[src/rtl/sda_release_pkg.sv]
package sda_release_pkg;
  localparam int unsigned MaxPulses  = 9;
  localparam int unsigned CountW     = $clog2(MaxPulses + 1);
  localparam int unsigned SyncStages = 2;

  typedef struct packed {
    logic timerClr;
    logic timerRun;
    logic cntClr;
    logic cntInc;
  } dpCtrl_t;

  typedef enum logic [3:0] {
    StIdle, StCheck, StPulseLow, StPulseHigh,
    StStopLow, StStopHold, StStopRise, StDoneOk, StDoneFail
  } recState_t;
endpackage

[src/rtl/sda_release_dp.sv]
module sda_release_dp
  import sda_release_pkg::*;
#(
  parameter int unsigned HALF_W = 16
) (
  input  logic              clk,
  input  logic              rstN,
  input  dpCtrl_t           ctrl,
  input  logic [HALF_W-1:0] halfPeriod,
  input  logic              sclIn,
  input  logic              sdaIn,
  output logic              sclHigh,
  output logic              sdaHigh,
  output logic              halfDone,
  output logic [CountW-1:0] pulseCount
);
  // bit 1 carries SCL, bit 0 carries SDA
  logic [1:0] syncPipe [SyncStages];

  always_ff @(posedge clk or negedge rstN) begin
    if (!rstN) begin
      for (int i = 0; i < SyncStages; i++) syncPipe[i] <= 2'b11;
    end else begin
      syncPipe[0] <= {sclIn, sdaIn};
      for (int i = 1; i < SyncStages; i++) syncPipe[i] <= syncPipe[i-1];
    end
  end

  assign sclHigh = syncPipe[SyncStages-1][1];
  assign sdaHigh = syncPipe[SyncStages-1][0];

  logic [HALF_W-1:0] timerCnt;
  logic [HALF_W:0]   nextTick;
  assign nextTick = {1'b0, timerCnt} + {{HALF_W{1'b0}}, 1'b1};
  assign halfDone = nextTick >= {1'b0, halfPeriod};

  always_ff @(posedge clk or negedge rstN) begin
    if (!rstN)              timerCnt <= '0;
    else if (ctrl.timerClr) timerCnt <= '0;
    else if (ctrl.timerRun) timerCnt <= timerCnt + {{(HALF_W-1){1'b0}}, 1'b1};
  end

  always_ff @(posedge clk or negedge rstN) begin
    if (!rstN)            pulseCount <= '0;
    else if (ctrl.cntClr) pulseCount <= '0;
    else if (ctrl.cntInc) pulseCount <= pulseCount + CountW'(1);
  end

  // the pulse counter never passes the limit
  assert_count_limit_R4: assert property (@(posedge clk) disable iff (!rstN)
    pulseCount <= CountW'(MaxPulses));

  // the counter only steps up by one or returns to zero
  assert_count_step_R3: assert property (@(posedge clk) disable iff (!rstN)
    (pulseCount != $past(pulseCount)) |->
      (pulseCount == '0 || pulseCount == $past(pulseCount) + CountW'(1)));
endmodule

[src/rtl/sda_release_fsm.sv]
module sda_release_fsm
  import sda_release_pkg::*;
(
  input  logic              clk,
  input  logic              rstN,
  input  logic              start,
  input  logic              sclHigh,
  input  logic              sdaHigh,
  input  logic              halfDone,
  input  logic [CountW-1:0] pulseCount,
  output dpCtrl_t           ctrl,
  output logic              sclOe,
  output logic              sdaOe,
  output logic              busy,
  output logic              done,
  output logic              recovered,
  output logic              failed
);
  recState_t state, nextState;

  always_comb begin
    nextState     = state;
    ctrl          = '0;
    unique case (state)
      StIdle: if (start) begin
        nextState   = StCheck;
        ctrl.cntClr = 1'b1;
      end
      StCheck: nextState = sdaHigh ? StDoneOk : StPulseLow;
      StPulseLow: begin
        ctrl.timerRun = 1'b1;
        if (halfDone) begin
          nextState   = StPulseHigh;
          ctrl.cntInc = 1'b1;
        end
      end
      StPulseHigh: begin
        ctrl.timerRun = sclHigh;
        if (halfDone && sclHigh) begin
          if (sdaHigh)                               nextState = StStopLow;
          else if (pulseCount >= CountW'(MaxPulses)) nextState = StDoneFail;
          else                                       nextState = StPulseLow;
        end
      end
      StStopLow: begin
        ctrl.timerRun = 1'b1;
        if (halfDone) nextState = StStopHold;
      end
      StStopHold: begin
        ctrl.timerRun = 1'b1;
        if (halfDone) nextState = StStopRise;
      end
      StStopRise: begin
        ctrl.timerRun = sclHigh;
        if (halfDone && sclHigh) nextState = StDoneOk;
      end
      StDoneOk, StDoneFail: nextState = StIdle;
      default: nextState = StIdle;
    endcase
    ctrl.timerClr = (nextState != state);
  end

  always_ff @(posedge clk or negedge rstN) begin
    if (!rstN) begin
      state     <= StIdle;
      recovered <= 1'b0;
      failed    <= 1'b0;
    end else begin
      state <= nextState;
      if (state == StIdle && start) begin
        recovered <= 1'b0;
        failed    <= 1'b0;
      end else if (nextState == StDoneOk && state != StDoneOk) begin
        recovered <= 1'b1;
      end else if (nextState == StDoneFail && state != StDoneFail) begin
        failed <= 1'b1;
      end
    end
  end

  assign sclOe = (state == StPulseLow) || (state == StStopLow) || (state == StStopHold);
  assign sdaOe = (state == StStopHold) || (state == StStopRise);
  assign busy  = (state != StIdle);
  assign done  = (state == StDoneOk) || (state == StDoneFail);

  // an accepted start makes the block busy on the next cycle
  assert_start_busy_R6: assert property (@(posedge clk) disable iff (!rstN)
    (start && !busy) |=> busy);

  // done lasts one cycle
  assert_done_single_R7: assert property (@(posedge clk) disable iff (!rstN)
    done |=> !done);

  // the two result flags exclude each other
  assert_status_excl_R7: assert property (@(posedge clk) disable iff (!rstN)
    !(recovered && failed));

  // SDA is let go only while SCL is released
  assert_stop_order_R5: assert property (@(posedge clk) disable iff (!rstN)
    $fell(sdaOe) |-> !sclOe);

  // failure is reported only after the full pulse budget
  assert_fail_count_R4: assert property (@(posedge clk) disable iff (!rstN)
    $rose(failed) |-> (pulseCount == CountW'(MaxPulses)));
endmodule

[src/rtl/sda_release_ctrl.sv]
module sda_release_ctrl
  import sda_release_pkg::*;
#(
  parameter int unsigned HALF_W = 16
) (
  input  logic              clk,
  input  logic              rstN,
  input  logic              start,
  input  logic [HALF_W-1:0] halfPeriod,
  input  logic              sclIn,
  input  logic              sdaIn,
  output logic              sclOe,
  output logic              sdaOe,
  output logic              busy,
  output logic              done,
  output logic              recovered,
  output logic              failed,
  output logic [CountW-1:0] pulseCount
);
  dpCtrl_t ctrl;
  logic    sclHigh, sdaHigh, halfDone;

  sda_release_dp #(.HALF_W(HALF_W)) uDp (
    .clk(clk), .rstN(rstN), .ctrl(ctrl), .halfPeriod(halfPeriod),
    .sclIn(sclIn), .sdaIn(sdaIn), .sclHigh(sclHigh), .sdaHigh(sdaHigh),
    .halfDone(halfDone), .pulseCount(pulseCount)
  );

  sda_release_fsm uFsm (
    .clk(clk), .rstN(rstN), .start(start), .sclHigh(sclHigh),
    .sdaHigh(sdaHigh), .halfDone(halfDone), .pulseCount(pulseCount),
    .ctrl(ctrl), .sclOe(sclOe), .sdaOe(sdaOe), .busy(busy), .done(done),
    .recovered(recovered), .failed(failed)
  );
endmodule

[config.mk]
export PLATFORM = sky130hd
export DESIGN_NAME = sda_release_ctrl
export DESIGN_NICKNAME = d
export VERILOG_FILES = /design/src/rtl/sda_release_pkg.sv /design/src/rtl/sda_release_dp.sv /design/src/rtl/sda_release_fsm.sv /design/src/rtl/sda_release_ctrl.sv
export SDC_FILE = /design/constraint.sdc
export NUM_CORES = 1
export LEC_CHECK = 0
export ABC_AREA = 1
export BUFFER_PORTS_ARGS = -buffer_cell sky130_fd_sc_hd__buf_2
export CAP_MARGIN = 10
export CORE_UTILIZATION = 60
export CTS_BUF_LIST = sky130_fd_sc_hd__clkbuf_16
export CTS_CLUSTER_DIAMETER = 100
export DETAILED_ROUTE_END_ITERATION = 7
export GPL_TIMING_DRIVEN = 0
export HOLD_SLACK_MARGIN = 0.12
export PLACE_DENSITY = 0.92
export SLEW_MARGIN = 20
export SYNTH_ARGS = -nofsm -noshare
export SYNTH_HDL_FRONTEND = slang
export SYNTH_SLANG_ARGS = --single-unit
export TNS_END_PERCENT = 10
[constraint.sdc]
create_clock -name clk -period 6.71 [get_ports clk]
set_input_delay 0.3355 -clock clk [delete_from_list [all_inputs] [get_ports clk]]
set_output_delay 0.3355 -clock clk [all_outputs]
set_load 0.03 [all_outputs]
==> results.json, run 1 <==
{
  "critPathLaunch": "uDp.timerCnt[0]",
  "detailroute.via_count": 2097,
  "min_period_ps": 3570,
  "rrSetupSlack_ps": 3140,
  "crit_path_start_kind": "flop",
  "design_power_total_mw": 0.979,
  "timing.final.crit_share": 0.533,
  "worstReg2RegStart": "uDp.timerCnt[0]",
  "worst_path_max_delay_cell": "dfrtp_1",
  "postSynthAreaPerCell_um2": 7.27,
  "run_status": "complete, no violations",
  "instances_no_fill": 410,
  "drt-vias-per-instance": 5.11,
  "drt-total-wl_mm": 4.89,
  "clock-root-buffer": "clkbuf_16",
  "worst-slew-pin-transition_ps": 678,
  "crit_path_cell_trace": "nand3_1, nor2_1, nand2_1, nor2_1, inv_1, nor2_1, a21oi_1, a21oi_1, ha_1, nand2_1, inv_1, nand2_1, nor2_1, nand2_1, nand3_1, nand2_1, nand3_4, nand2_2, inv_1, nor3_1, nand3_1, nand3_4, buf_6, nor2_2",
  "timing.final.hold_violations": 0,
  "fillerInstances": 297,
  "synthToLayoutAreaGrowth_pct": 15.4,
  "synth.ff_latch_count": 30,
  "cts-root-to-sink-buffers": 2,
  "detail_route.first_pass.iterations": 4,
  "synth_common_cells": "nand2_1 (69), inv_1 (66), nor2_1 (36)",
  "synth.most_common_cell": "nand2_1",
  "coreArea_um2": 3720,
  "timing.rr.end": "uDp.timerCnt[12]",
  "clkSlewWorstSetupHoldPaths_ps": 50,
  "place.port_buffers": 30,
  "cp_slowest_stage_delay_ps": 410,
  "grt_antenna_before_repair": 0,
  "worst_setup_path_end_kind": "flop",
  "die-area_um2": 4170,
  "synth_cells": 323,
  "async_reset_ff_frac": 1.00,
  "die_width_um": 64.6,
  "setup_viol": 0,
  "top_level_ports": 31,
  "path_common_cell": "nand2_1",
  "dpl_cell_area_um2": 2560,
  "synthDistinctLibCells": 32,
  "grt_start_max_net_pins": 31,
  "cts_sinks": 30,
  "nets": 402,
  "first_global_vias": 2036,
  "timing_worst_setup_path_type": "flop to flop",
  "ctsHtreeMaxLevel": 2,
  "globalplace.congestion": 0.964,
  "worstPathRequired_ps": 6870,
  "antenna_cell_count": 0,
  "antenna_left": 0,
  "slew-limit-headroom": 0.548,
  "synth-edff-count": 0,
  "yosys_warnings": 0,
  "floorplan.initialDensity": 0.632,
  "placedCellCount": 401,
  "post_synth_top_area_share": 0.277,
  "worst-path-max-fanout": 10,
  "synth-seq-area-share": 0.322,
  "synthDominantAreaCellType": "dfrtp_1",
  "power_per_cell_area_nw_per_um2": 361,
  "worstRegToRegCells": 24,
  "ir_drop_uv": 366,
  "slew_viol_final": 0,
  "cts_made_buffers": 5,
  "synth_fp_nets": 364,
  "drv_cap": 0,
  "drt-wirelength-per-cell_um": 11.9,
  "hold_class": "input pin to flop",
  "p_leak_nw": 1.60,
  "rows": 22,
  "critPathArrivalTime_ps": 3730,
  "detailedRoute.firstIterationViolations": 124,
  "tritoncts": "done",
  "final_design_area_no_fill_um2": 2710,
  "place_hpwl_mm": 3.67,
  "summed_instance_area_of_the_synthesized_netlist_um2": 2350,
  "grt_setup_unrepaired": "false",
  "fmax_mhz": 280,
  "drive_above_1_share": 0.210,
  "synth.top_cells.by_area": "dfrtp_1 (28%), nand2_1 (11%), ha_1 (11%)",
  "synth-main-ff-cell": "dfrtp_1",
  "die_height_um": 64.6,
  "grt_overflow": 0,
  "clk_latency_ps": 280,
  "finClkSkew_ps": 5.87,
  "drcViolationCount": 0,
  "grt_first_pass_wirelength_mm": 8.46,
  "hold_ws_ps": 159,
  "grt.total_usage": 0.264,
  "ctsResizeCount": 0,
  "endpoint": "uDp.timerCnt[12]",
  "fin_tns_setup_ps": 0
}
## flip-flops by register name, summed over array words and instances, names as in the netlist
register        flops
uDp.pulseCount      4
uFsm.failed         1
uDp.timerCnt       16
uDp.sclHigh         1
uFsm.recovered      1
uDp.syncPipe        2
uFsm.state          4
uDp.sdaHigh         1
## how the worst min path moves through the flow
stage | start | to | slack, ps | depth (start not counted)
after floorplan | rstN | uDp.pulseCount[0] | 40 | 0
after global placement | uDp.syncPipe[3] | uDp.sclHigh | 350 | 0
final | sclIn | uDp.syncPipe[3] | 160 | 1
after global routing | sdaIn | uDp.syncPipe[2] | 150 | 1
after detailed placement | uDp.syncPipe[3] | uDp.sclHigh | 350 | 0
after CTS | sclIn | uDp.syncPipe[3] | 150 | 1
## metal layers
metal	GRT usage	routed length, µm	vias up
met1	0.300	2080	960
met2	0.492	2540	57
met4	0.0778	48	0
met5	0	0	-
li1	-	-	1074
met3	0.0546	223	6
## cells by family (layout without fill, tap and decap cells)
family                     count (synthesis)  after routing  synth area share
adders and majority gates                 20             20             0.106
AOI/OAI and AO/OA                         31             31            0.0745
buffers and inverters                     71            110             0.117
muxes                                      5              5            0.0213
DFF                                       30             30             0.322
xor gates and xnor gates                  10             10            0.0373
and+or+nand+nor                          156            156             0.322
## timing repair
item	in CTS	in global routing
hold buffers	1	0
hold endpoints to repair	19	0
setup buffers	0	0
setup endpoints to repair	0	0
## metrics by stage
stage | setup WS (ps) | utilization
2_1_floorplan | 3720 | -
3_3_place_gp | 3340 | 0.689
3_5_place_dp | 3200 | 0.689
4_1_cts | 3160 | 0.730
5_1_grt | 2720 | 0.730
6_report | 3140 | 0.730
## worst max-delay path, delay by kind of cell (launching register included)
family                     cells  cell delay [ps]
buffers and inverters          4              430
adders and majority gates      1              270
DFF                            1              410
and+or+nand+nor               17             2040
AOI/OAI and AO/OA              2              320
## cells in the final DEF, fill, tap and decap left out, drive strengths merged
master	synthesis	routed
mux2i	5	5
inv	68	68
nor3	3	3
dlygate4sd3	0	1
xnor2	1	1
buf	1	31
nand4	4	4
dfstp	4	4
nor4	1	1
clkbuf	2	7
nor2	53	53
nand3b	1	1
nand3	17	17
a21oi	10	10
a21o	3	3
nand2	77	77
a31o	1	1
dfrtp	26	26
clkinv	0	2
o21ai	14	14
o21bai	1	1
xor2	9	9
clkinvlp	0	1
o211ai	1	1
o21a	1	1
ha	20	20
## power by group
group	internal [mW]	switching, mW
clock	0.135	0.0792
combinational	0.169	0.344
sequential	0.217	0.0342
## cell type report
cell class                      count  area (µm²)  share of cell area
Clock inverter                      3        16.3             0.00600
Sequential cell                    30         756               0.279
Inverter                           68         255              0.0941
Clock buffer                        5         125              0.0461
Buffer                              3        18.8             0.00692
Tap cell                           48        60.1              0.0222
Timing Repair Buffer               31         160              0.0591
Multi-Input combinational cell    222        1320               0.487
Power figures use the tool's default switching activity.
==> run 2: changes to the inputs <==
ABC_AREA = 0   (was 1)
CORE_UTILIZATION = 58   (was 60)
PLACE_DENSITY = 0.9   (was 0.92)
clock period = 3.3 ns   (was 6.71 ns; I/O delays follow)
==> run 2 against run 1 <==
  * The run now ends with setup timing left
  * Design area increased by 17%
  * Sequential power increased by 84%
  * Critical path type unchanged
  * Largest power group unchanged
  * Worst hold slack improved by 170 ps
  * Synthesized area decreased by 3.0%
  * Largest cell class unchanged
  * Power increased by 84%
  * Critical path depth decreased by 10
  * Register-to-register slack got worse by 3400 ps
==> results.json, run 2 <==
{
  "grt_setup_unrepaired": "true",
  "worst_path_max_delay_cell": "or4b_4",
  "synth.most_common_cell": "nor2_1",
  "summed_instance_area_of_the_synthesized_netlist_um2": 2280,
  "drt-vias-per-instance": 6.14,
  "crit_path_start_kind": "flop",
  "layout_commonest_cell": "buf_2",
  "dpl_cell_area_um2": 2530,
  "place_worst_setup_slack_ps": -514,
  "synth.ff_latch_count": 30,
  "synth-seq-area-share": 0.332,
  "globalplace.congestion": 0.941,
  "grt_overflow": 0,
  "setup_viol": 19,
  "worstPathRequired_ps": 3500,
  "cts-root-to-sink-buffers": 2,
  "synth.top_cells.by_area": "dfrtp_1 (29%), ha_1 (11%), xnor2_1 (6.5%)",
  "finClkSkew_ps": 7.76,
  "antenna_cell_count": 0,
  "share_of_total_power_in_sequential_cells": 0.258,
  "die_height_um": 64.7,
  "detail_route.first_pass.iterations": 5,
  "drt-total-wl_mm": 7.42,
  "run_status": "finished, violations left",
  "layout.cells.most_common_list": "buf_2 (30), buf_4 (29), dfrtp_1 (26)",
  "tritoncts": "done",
  "worst-slew-pin-transition_ps": 787,
  "crit_path_cell_trace": "nand2_2, or3_4, or2_4, nand2b_4, xnor2_2, ha_2, a21o_1, a21oi_2, o41ai_2, a311o_2, o21ai_2, or4b_4, buf_16, a21oi_4",
  "final_design_area_no_fill_um2": 3180,
  "timing_worst_setup_path_type": "flop to flop",
  "ir_drop_uv": 483,
  "drcViolationCount": 0,
  "power.share.clock": 0.233,
  "cts_sinks": 30,
  "async_reset_ff_frac": 1.00,
  "drive_above_1_share": 0.398,
  "grt_start_max_net_pins": 31,
  "synth_common_cells": "nor2_1 (27), dfrtp_1 (26), inv_1 (21)",
  "p_leak_nw": 1.53,
  "clkSlewWorstSetupHoldPaths_ps": 50,
  "worstReg2RegStart": "uDp.timerCnt[7]",
  "fin_ws_ps": -277,
  "grt_antenna_before_repair": 0,
  "grt.total_usage": 0.314,
  "synth-main-ff-cell": "dfrtp_1",
  "synthToLayoutAreaGrowth_pct": 39.8,
  "slew_viol_final": 0,
  "slew-limit-headroom": 0.475,
  "rows": 22,
  "drt-wirelength-per-cell_um": 19.4,
  "postSynthAreaPerCell_um2": 8.73,
  "synth-edff-count": 0,
  "timing.final.crit_share": 1.08,
  "reg_top3": "uDp.timerCnt x16, uDp.pulseCount x4, uFsm.state x4",
  "place.port_buffers": 30,
  "cts_made_buffers": 5,
  "instances_no_fill": 382,
  "synthDistinctLibCells": 44,
  "antenna_left": 0,
  "first_global_vias": 2164,
  "swShare": 0.412,
  "min_period_ps": 3580,
  "power.internal_mw": 1.06,
  "detailedRoute.firstIterationViolations": 226,
  "worst-path-max-fanout": 6,
  "yosys_warnings": 0,
  "detailroute.via_count": 2347,
  "die_width_um": 64.7,
  "placedCellCount": 339,
  "fillerInstances": 182,
  "place_hpwl_mm": 3.40,
  "top_level_ports": 31,
  "power_per_cell_area_nw_per_um2": 564,
  "floorplan.initialDensity": 0.613,
  "nets": 374,
  "critPathLaunch": "uDp.timerCnt[7]",
  "violated_checks": "setup timing",
  "critPathArrivalTime_ps": 3780,
  "timing.final.hold_violations": 0,
  "ctsHtreeMaxLevel": 2,
  "flip_flop_count_of_the_largest_register_after_layout": 16,
  "worst_setup_path_end_kind": "flop",
  "hold_class": "input pin to flop",
  "drv_cap": 0,
  "coreArea_um2": 3720,
  "grt_first_pass_wirelength_mm": 9.90,
  "synthDominantAreaCellType": "dfrtp_1",
  "synth_fp_nets": 302,
  "postLayoutCoreUtil": 0.857,
  "power_frac_comb": 0.509,
  "register_with_the_most_flip_flops": "uDp.timerCnt",
  "die-area_um2": 4180,
  "min_from": "start",
  "clk_latency_ps": 280,
  "post_synth_top_area_share": 0.286,
  "switching_power_mw": 0.741,
  "clock-root-buffer": "clkbuf_16",
  "cp_slowest_stage_delay_ps": 560,
  "synth_cells": 261,
  "fmax_mhz": 280
}
==> run 2: area by class of cell <==
type | count | area (µm²) | area share
multi-input cells | 201 | 1630 | 0.512
clock inverters | 3 | 11.3 | 0.00354
well taps | 48 | 60.1 | 0.0189
clock buffers | 5 | 125 | 0.0393
inverters | 21 | 78.8 | 0.0248
flip-flops and latches | 30 | 756 | 0.237
repair buffers | 67 | 474 | 0.149
plain buffers | 7 | 48.8 | 0.0153
==> run 2: what timing repair did <==
item / in CTS / in global routing
resized for setup: 21 / 30
endpoints found under the hold margin: 28 / 0
gates cloned: 1 / 0
endpoints found under the setup margin: 23 / 26
pin swaps: 12 / 24
setup buffers: 24 / 11
hold buffers: 3 / 0
==> run 2: layer usage <==
layer  part of all wire  up-vias  global-route usage
li1                   -     1039                   -
met1               0.39     1098               0.363
met4              0.052        0               0.144
met2               0.50      165               0.566
met3              0.064       45              0.0475
met5                  0        -                   0
==> run 2: kinds of logic (layout without fill, tap and decap cells) <==
group,after synthesis,count (layout),share of synthesized area
AO/OA/AOI/OAI,55,55,0.170
XOR/XNOR,33,33,0.127
adder cells (fa/ha/maj),20,20,0.110
buffers and inverters,30,103,0.0582
flip-flops,30,30,0.332
multiplexers,2,2,0.00879
AND/OR/NAND/NOR,91,91,0.195
==> run 2: worst paths after layout <==
path / endpoint / depth (start not counted) / slack [ps]
worst max-delay path: uDp.timerCnt[5] / 14 / -280
worst min-delay path: uDp.pulseCount[1] / 3 / 330
worst min register to register: uDp.sclHigh / 0 / 350
min in group asynchronous: uDp.timerCnt[12] / 2 / 460
max in group asynchronous: uFsm.failed / 2 / 2400
worst max register to register: uDp.timerCnt[5] / 14 / -280
==> run 2: critical path: cells and delay by family (launching register included) <==
family / cells / cell delay (ps)
AO/OA/AOI/OAI: 6 / 1110
XOR/XNOR: 1 / 130
adder cells (fa/ha/maj): 1 / 180
buffers and inverters: 1 / 180
flip-flops: 1 / 400
AND/OR/NAND/NOR: 5 / 1490
==> run 2: stage by stage <==
step | TNS (ps) | hold WS [ps] | power, mW
after floorplan | -682 | -131 | 0.973
after global placement | -6640 | 213 | 1.11
after detailed placement | -7950 | 226 | 1.13
after CTS | -2000 | 339 | 1.71
after global routing | -6740 | 359 | 1.87
final | -3900 | 334 | 1.80
==> run 2: power by group through the flow <==
stage	Clock, mW	Combinational (mW)	Sequential, mW
floorplan	0	0.508	0.465
global placement	0	0.653	0.458
global route	0.435	0.973	0.466
finish	0.419	0.915	0.463
CTS	0.418	0.828	0.460
detailed placement	0	0.673	0.460
